## src/rtl/srx_pkg.sv

```systemverilog
package srx_pkg;

  typedef enum logic [1:0] {
    OP_NONE    = 2'd0,
    OP_SET_IMM = 2'd1,
    OP_SET_REG = 2'd2,
    OP_GET     = 2'd3
  } srx_op_e;

  localparam logic [4:0] MODE_USER  = 5'h10;
  localparam logic [4:0] MODE_FAST  = 5'h11;
  localparam logic [4:0] MODE_INTR  = 5'h12;
  localparam logic [4:0] MODE_SUPV  = 5'h13;
  localparam logic [4:0] MODE_ABRT  = 5'h17;
  localparam logic [4:0] MODE_UNDF  = 5'h1B;

  localparam int          SAVED_BANKS = 5;
  localparam logic [7:0]  CTRL_BYTE_MASK = 8'hDF;
  localparam logic [31:0] STATUS_RESET   = 32'h0000_00D3;

  // Maps a mode code to a bank slot; bit 3 flags a valid slot.
  function automatic logic [3:0] bank_lookup(input logic [4:0] mode);
    case (mode)
      MODE_FAST: bank_lookup = 4'b1_000;
      MODE_INTR: bank_lookup = 4'b1_001;
      MODE_SUPV: bank_lookup = 4'b1_010;
      MODE_ABRT: bank_lookup = 4'b1_011;
      MODE_UNDF: bank_lookup = 4'b1_100;
      default:   bank_lookup = 4'b0_000;
    endcase
  endfunction

endpackage

```

## src/rtl/srx_decode.sv

```systemverilog
module srx_decode
  import srx_pkg::*;
#(
  parameter int INST_W = 32,
  parameter int IDX_W  = 4
) (
  input  logic [INST_W-1:0] inst_word,
  input  logic              accept,
  output srx_op_e           op,
  output logic              use_saved,
  output logic [3:0]        field_en,
  output logic [3:0]        rot_sel,
  output logic [7:0]        imm8,
  output logic [IDX_W-1:0]  dst_idx,
  output logic [IDX_W-1:0]  opnd_idx
);

  logic [4:0] grp;
  logic       low_nib_zero;

  assign grp          = inst_word[27:23];
  assign low_nib_zero = (inst_word[7:4] == 4'b0000);

  always_comb begin
    op = OP_NONE;
    if (accept) begin
      if (grp == 5'b00110 && inst_word[21:20] == 2'b10)
        op = OP_SET_IMM;
      else if (grp == 5'b00010 && inst_word[21:20] == 2'b10 && low_nib_zero)
        op = OP_SET_REG;
      else if (grp == 5'b00010 && inst_word[21:20] == 2'b00 && low_nib_zero)
        op = OP_GET;
    end
  end

  assign use_saved = inst_word[22];
  assign field_en  = inst_word[19:16];
  assign rot_sel   = inst_word[11:8];
  assign imm8      = inst_word[7:0];
  assign dst_idx   = inst_word[12 +: IDX_W];
  assign opnd_idx  = inst_word[0 +: IDX_W];

endmodule

```

## src/rtl/srx_operand.sv

```systemverilog
module srx_operand
  import srx_pkg::*;
#(
  parameter int DATA_W = 32
) (
  input  srx_op_e           op,
  input  logic [3:0]        field_en,
  input  logic [3:0]        rot_sel,
  input  logic [7:0]        imm8,
  input  logic [DATA_W-1:0] src_value,
  input  logic              user_mode,
  output logic [DATA_W-1:0] wr_mask,
  output logic [DATA_W-1:0] wr_data
);

  localparam int NUM_BYTES = DATA_W / 8;
  localparam int SH_W      = $clog2(DATA_W) + 1;

  logic [SH_W-1:0]   rot_amt;
  logic [DATA_W-1:0] imm_ext;
  logic [DATA_W-1:0] imm_rot;

  assign rot_amt = SH_W'({rot_sel, 1'b0});
  assign imm_ext = DATA_W'(imm8);
  assign imm_rot = (imm_ext >> rot_amt) | (imm_ext << (SH_W'(DATA_W) - rot_amt));

  assign wr_data = (op == OP_SET_IMM) ? imm_rot : src_value;

  for (genvar b = 0; b < NUM_BYTES; b++) begin : g_byte
    if (b == 0) begin : g_ctrl
      assign wr_mask[7:0] = (field_en[0] && !user_mode) ? CTRL_BYTE_MASK : 8'h00;
    end else begin : g_field
      assign wr_mask[8*b +: 8] = field_en[b] ? 8'hFF : 8'h00;
    end
  end

endmodule

```

## src/rtl/srx_saved_bank.sv

```systemverilog
module srx_saved_bank
  import srx_pkg::*;
#(
  parameter int DATA_W    = 32,
  parameter int NUM_BANKS = SAVED_BANKS,
  parameter int SEL_W     = 3
) (
  input  logic              clk,
  input  logic              rst_n,
  input  logic [SEL_W-1:0]  sel_idx,
  input  logic              wr_en,
  input  logic [DATA_W-1:0] wr_mask,
  input  logic [DATA_W-1:0] wr_data,
  output logic [DATA_W-1:0] rd_data
);

  logic [DATA_W-1:0]    bank_q [NUM_BANKS];
  logic [NUM_BANKS-1:0] bank_we;

  for (genvar i = 0; i < NUM_BANKS; i++) begin : g_bank
    assign bank_we[i] = wr_en && (sel_idx == SEL_W'(i));

    always_ff @(posedge clk) begin
      if (!rst_n)
        bank_q[i] <= '0;
      else if (bank_we[i])
        bank_q[i] <= (bank_q[i] & ~wr_mask) | (wr_data & wr_mask);
    end
  end

  always_comb begin
    rd_data = '0;
    for (int i = 0; i < NUM_BANKS; i++)
      if (sel_idx == SEL_W'(i)) rd_data = bank_q[i];
  end

  // one instruction never updates two banks
  a_r3_single_bank: assert property (@(posedge clk) disable iff (!rst_n)
    $onehot0(bank_we));

endmodule

```

## src/rtl/status_xfer_unit.sv

```systemverilog
module status_xfer_unit
  import srx_pkg::*;
#(
  parameter int DATA_W = 32,
  parameter int IDX_W  = 4
) (
  input  logic              clk,
  input  logic              rst_n,
  input  logic              inst_valid,
  output logic              inst_ready,
  input  logic [31:0]       inst_word,
  output logic [IDX_W-1:0]  src_idx,
  input  logic [DATA_W-1:0] src_value,
  input  logic              load_en,
  input  logic [DATA_W-1:0] load_value,
  output logic [DATA_W-1:0] cur_status,
  output logic              wb_en,
  output logic [IDX_W-1:0]  wb_idx,
  output logic [DATA_W-1:0] wb_data,
  output logic              bank_err
);

  localparam int SEL_W = $clog2(SAVED_BANKS);

  logic              rdy_q;
  logic [DATA_W-1:0] cur_q;
  srx_op_e           op;
  logic              use_saved;
  logic [3:0]        field_en;
  logic [3:0]        rot_sel;
  logic [7:0]        imm8;
  logic [IDX_W-1:0]  dst_idx;
  logic [DATA_W-1:0] wr_mask;
  logic [DATA_W-1:0] wr_data;
  logic [DATA_W-1:0] saved_rd;
  logic [3:0]        bank_info;
  logic              bank_ok;
  logic              is_set;
  logic              cur_wr;
  logic              bank_wr;

  always_ff @(posedge clk) begin
    if (!rst_n) rdy_q <= 1'b0;
    else        rdy_q <= 1'b1;
  end
  assign inst_ready = rdy_q;

  srx_decode #(.INST_W(32), .IDX_W(IDX_W)) u_decode (
    .inst_word (inst_word),
    .accept    (inst_valid && rdy_q),
    .op        (op),
    .use_saved (use_saved),
    .field_en  (field_en),
    .rot_sel   (rot_sel),
    .imm8      (imm8),
    .dst_idx   (dst_idx),
    .opnd_idx  (src_idx)
  );

  srx_operand #(.DATA_W(DATA_W)) u_operand (
    .op        (op),
    .field_en  (field_en),
    .rot_sel   (rot_sel),
    .imm8      (imm8),
    .src_value (src_value),
    .user_mode (cur_q[4:0] == MODE_USER),
    .wr_mask   (wr_mask),
    .wr_data   (wr_data)
  );

  assign bank_info = bank_lookup(cur_q[4:0]);
  assign bank_ok   = bank_info[3];
  assign is_set    = (op == OP_SET_IMM) || (op == OP_SET_REG);
  assign bank_err  = (op != OP_NONE) && use_saved && !bank_ok;
  assign cur_wr    = is_set && !use_saved;
  assign bank_wr   = is_set && use_saved && bank_ok;

  srx_saved_bank #(.DATA_W(DATA_W), .NUM_BANKS(SAVED_BANKS), .SEL_W(SEL_W)) u_bank (
    .clk     (clk),
    .rst_n   (rst_n),
    .sel_idx (bank_info[SEL_W-1:0]),
    .wr_en   (bank_wr),
    .wr_mask (wr_mask),
    .wr_data (wr_data),
    .rd_data (saved_rd)
  );

  always_ff @(posedge clk) begin
    if (!rst_n)
      cur_q <= DATA_W'(STATUS_RESET);
    else if (load_en)
      cur_q <= load_value;
    else if (cur_wr)
      cur_q <= (cur_q & ~wr_mask) | (wr_data & wr_mask);
  end

  assign cur_status = cur_q;
  assign wb_en      = (op == OP_GET) && !bank_err;
  assign wb_idx     = dst_idx;
  assign wb_data    = use_saved ? saved_rd : cur_q;

  // an illegal saved access touches nothing
  a_r4_err_no_write: assert property (@(posedge clk) disable iff (!rst_n)
    bank_err |-> (!bank_wr && !wb_en));
  a_r4_err_cur_stable: assert property (@(posedge clk) disable iff (!rst_n)
    (bank_err && !load_en) |=> $stable(cur_status));
  // bits outside the mask are preserved
  a_r9_outside_mask: assert property (@(posedge clk) disable iff (!rst_n)
    (cur_wr && !load_en) |=>
      (((cur_status ^ $past(cur_status)) & ~$past(wr_mask)) == '0));
  // bit 5 never written by an instruction
  a_r5_bit5_locked: assert property (@(posedge clk) disable iff (!rst_n)
    (cur_wr && !load_en) |=> (cur_status[5] == $past(cur_status[5])));
  // user mode cannot alter the control byte
  a_r6_user_low_byte: assert property (@(posedge clk) disable iff (!rst_n)
    (cur_wr && !load_en && cur_status[4:0] == MODE_USER) |=>
      (cur_status[7:0] == $past(cur_status[7:0])));
  // a load always lands
  a_r12_load_wins: assert property (@(posedge clk) disable iff (!rst_n)
    load_en |=> (cur_status == $past(load_value)));
  // write-back only for an accepted beat
  a_r10_wb_accepted: assert property (@(posedge clk) disable iff (!rst_n)
    wb_en |-> (inst_valid && inst_ready));

endmodule

```

## config.mk

```make
export PLATFORM = sky130hd
export DESIGN_NAME = status_xfer_unit
export DESIGN_NICKNAME = d
export VERILOG_FILES = /design/src/rtl/srx_pkg.sv /design/src/rtl/srx_decode.sv /design/src/rtl/srx_operand.sv /design/src/rtl/srx_saved_bank.sv /design/src/rtl/status_xfer_unit.sv
export SDC_FILE = /design/constraint.sdc
export NUM_CORES = 1
export LEC_CHECK = 0
export BUFFER_PORTS_ARGS = -buffer_cell sky130_fd_sc_hd__clkbuf_2
export CORE_MARGIN = 2
export CORE_UTILIZATION = 35
export CTS_CLUSTER_DIAMETER = 100
export DETAILED_ROUTE_END_ITERATION = 10
export SLEW_MARGIN = 0
export SYNTH_ARGS = -nofsm -noshare
export SYNTH_HDL_FRONTEND = slang
export SYNTH_SLANG_ARGS = --single-unit
```

## constraint.sdc

```tcl
create_clock -name clk -period 8.57 [get_ports clk]
set_clock_uncertainty 0.1 [all_clocks]
set_input_delay 0.857 -clock clk [delete_from_list [all_inputs] [get_ports clk]]
set_output_delay 0.857 -clock clk [all_outputs]
set_load 0.005 [all_outputs]
```

==> results.json <==
{
  "placedInstanceArea_um2": 12200,
  "grt.total_usage": 0.235,
  "syn_avg_cell_area_um2": 9.27,
  "ir_drop_mv": 0.142,
  "status": "complete, no violations",
  "htree_levels": 4,
  "cp-end-kind": "output pin",
  "critical_path_class": "register to output pin",
  "wl_met1_um": 16600,
  "cellLeakagePower_uw": 0.00472,
  "port_buffers": 161,
  "synth.yosys.seq_area_share": 0.473,
  "clock-root-buffer": "clkbuf_16",
  "synth_top_area_cell": "edfxtp_1",
  "ys_top_cells_by_area": "edfxtp_1, nor2_1, nor3_1",
  "drc": 0,
  "worst_setup_path_start_kind": "register",
  "die_y_um": 183,
  "p_seq_frac": 0.466,
  "yosys-top-cells-count": "nor2_1, edfxtp_1, nor3_1, a21oi_1, nand2_1",
  "ios": 175,
  "endpoint": "wb_data[31]",
  "wl_per_cell_um": 23.1,
  "met2_length_um": 18400,
  "layout_min_cycle_time_ps": 4650,
  "vias": 10200,
  "r2r_slack_ps": 4230,
  "postSynthCellCount": 1213,
  "cts_buffers": 17,
  "top_layer_used": "met4",
  "maxCapViolCount": 0,
  "post_cts_resize_count": 0,
  "num_antenna_cells": 0,
  "synth.cell_area_um2": 11200,
  "hpwl_um": 25300,
  "grt_pass1_wl_um": 59200,
  "fin_nets": 1404,
  "p_sw_uw": 674,
  "die_x_um": 183,
  "clock_latency_ps": 440,
  "critPathArrivalTime_ps": 3690,
  "clk_path_buf_depth": 2,
  "crit_required_ps": 7610,
  "initial_core_util": 0.356,
  "place_congestion": 0.877,
  "rr_endpoint": "u_bank.bank_q[3][3]$_SDFFCE_PN0P_",
  "clock.fmax_mhz": 215,
  "antenna_found_initial": 0,
  "drt_iter0_drc": 958,
  "finalMaxSlewViolations": 0,
  "grt_pass1_vias": 9767,
  "hold_path_class": "register to register",
  "p_int_uw": 1570,
  "critical_path_peak_fanout": 44,
  "tightestPinTransition_ps": 1160,
  "ant_nets": 0,
  "hold_path_depth": 2,
  "fin_crit_sh": 0.542,
  "worst_r2r_path_depth": 6,
  "fin_area_um2": 12800,
  "drt_wl_total_um": 39700,
  "comb_power_share": 0.165,
  "p_sw_frac": 0.300,
  "fp-row-count": 65,
  "clk_pin_slew_ps": 80,
  "synthToLayoutAreaGrowth_pct": 13.7,
  "cts_setup_buffers": 0,
  "route.met3.wl_um": 3360,
  "cts_tree": "built",
  "synth.most_common_cell": "nor2_1",
  "ys_ff_latch": 188,
  "power.density_nw_per_um2": 176,
  "routed_via_density": 5.93,
  "ys.flop_type": "edfxtp_1",
  "setup_viol": 0,
  "ys_async_sr_fraction": 0,
  "max-slew-margin-rel": 0.223,
  "hold_viol_final": 0,
  "fill_cells": 3166,
  "clock_sinks": 188,
  "overflow": 0,
  "synth_cell_types": 74,
  "synth_nets": 1317,
  "hold_buffers": 0,
  "die-area_um2": 33600,
  "grt_max_degree": 71,
  "rsz0062_at_grt": "no",
  "fin_setup_tns_ps": 0,
  "coreArea_um2": 31600,
  "hold_path.startpoint": "cur_status[5]$_SDFFE_PN0P_",
  "first_pass_iters": 5,
  "power_frac_clock": 0.369,
  "synth_top_area_frac": 0.414,
  "drive_above_1_share": 0.210,
  "synth_warnings": 0,
  "synth_edf_count": 155
}
-- how the worst min path moves through the flow --
| stage | endpoint | slack, ps |
|---|---|---|
| after floorplan | cur_status[5]$_SDFFE_PN0P_ | 400 |
| after global placement | cur_status[5]$_SDFFE_PN0P_ | 390 |
| after detailed placement | cur_status[5]$_SDFFE_PN0P_ | 410 |
| after CTS | cur_status[5]$_SDFFE_PN0P_ | 430 |
| after global routing | cur_status[5]$_SDFFE_PN0P_ | 450 |
| final | cur_status[5]$_SDFFE_PN0P_ | 420 |
-- power groups by stage --
stage	clock (uW)	combinational, uW	sequential, uW
finish	829	371	1050
detailed placement	0	367	1070
CTS	835	369	1050
global route	863	400	1050
global placement	0	367	1060
floorplan	0	229	1060
-- metal layers --
layer | vias up | global-route usage
met5 | - | 0
li1 | 4659 | -
met2 | 538 | 0.381
met1 | 4894 | 0.307
met4 | 0 | 0.0886
met3 | 71 | 0.0524
-- critical path: stages (launching register included) --
cell      delay, ps
dfxtp_1         310
buf_4           470
nand3_1         580
nor2b_4        1020
a22o_1          270
mux2i_1          70
o21ai_0         280
clkbuf_2        220
-- per-stage QoR --
stage / hold slack, ps / instances / worst slack, ps / util / total power [uW]
after floorplan: 400 / 1213 / 3360 / - / 1290
after global placement: 389 / 1683 / 3970 / 0.386 / 1430
after detailed placement: 411 / 1683 / 3940 / 0.386 / 1430
after CTS: 429 / 1715 / 3860 / 0.405 / 2250
after global routing: 449 / 1715 / 3820 / 0.405 / 2310
final: 420 / 1715 / 3920 / 0.405 / 2250
-- layout make-up --
cell class | instances | area (um2) | share of cell area
multi-input cells | 902 | 5390 | 0.421
flip-flops and latches | 188 | 5320 | 0.416
repair buffers | 176 | 918 | 0.0718
well taps | 402 | 503 | 0.0393
clock buffers | 18 | 439 | 0.0343
clock inverters | 14 | 170 | 0.0133
inverters | 15 | 56.3 | 0.00440
-- cell families (layout without fill, tap and decap cells) --
family,after synthesis,after routing,synth area share
buffers and inverters,123,223,0.0533
DFF,188,188,0.473
muxes,49,49,0.0457
adders and majority gates,4,4,0.00445
AOI/OAI and AO/OA,294,294,0.182
xor gates and xnor gates,2,2,0.00156
and+or+nand+nor,553,553,0.240
-- placed cells by master, fill, tap and decap left out, types with 6 or more instances in the layout --
master and n:
clkbuf_2 160, nand2b_1 18, a311oi_1 8, nor3_1 150, nor2_1 210, a21oi_1 80, a211oi_1 6, nor2b_1 43
o21ai_0 46, o21ai_1 12, o22ai_1 8, or3_1 6, and3b_1 6, o221ai_1 24, edfxtp_1 155, dfxtp_1 33
clkbuf_16 17, buf_4 15, nand3_1 9, a32oi_1 11, mux2i_1 38, a22o_1 24, nand2_1 60, mux2_2 7
a31oi_1 10, o2bb2ai_1 6, inv_1 13, a21oi_2 8, a22oi_1 17
Note: power is estimated with default switching activity, not from simulation.
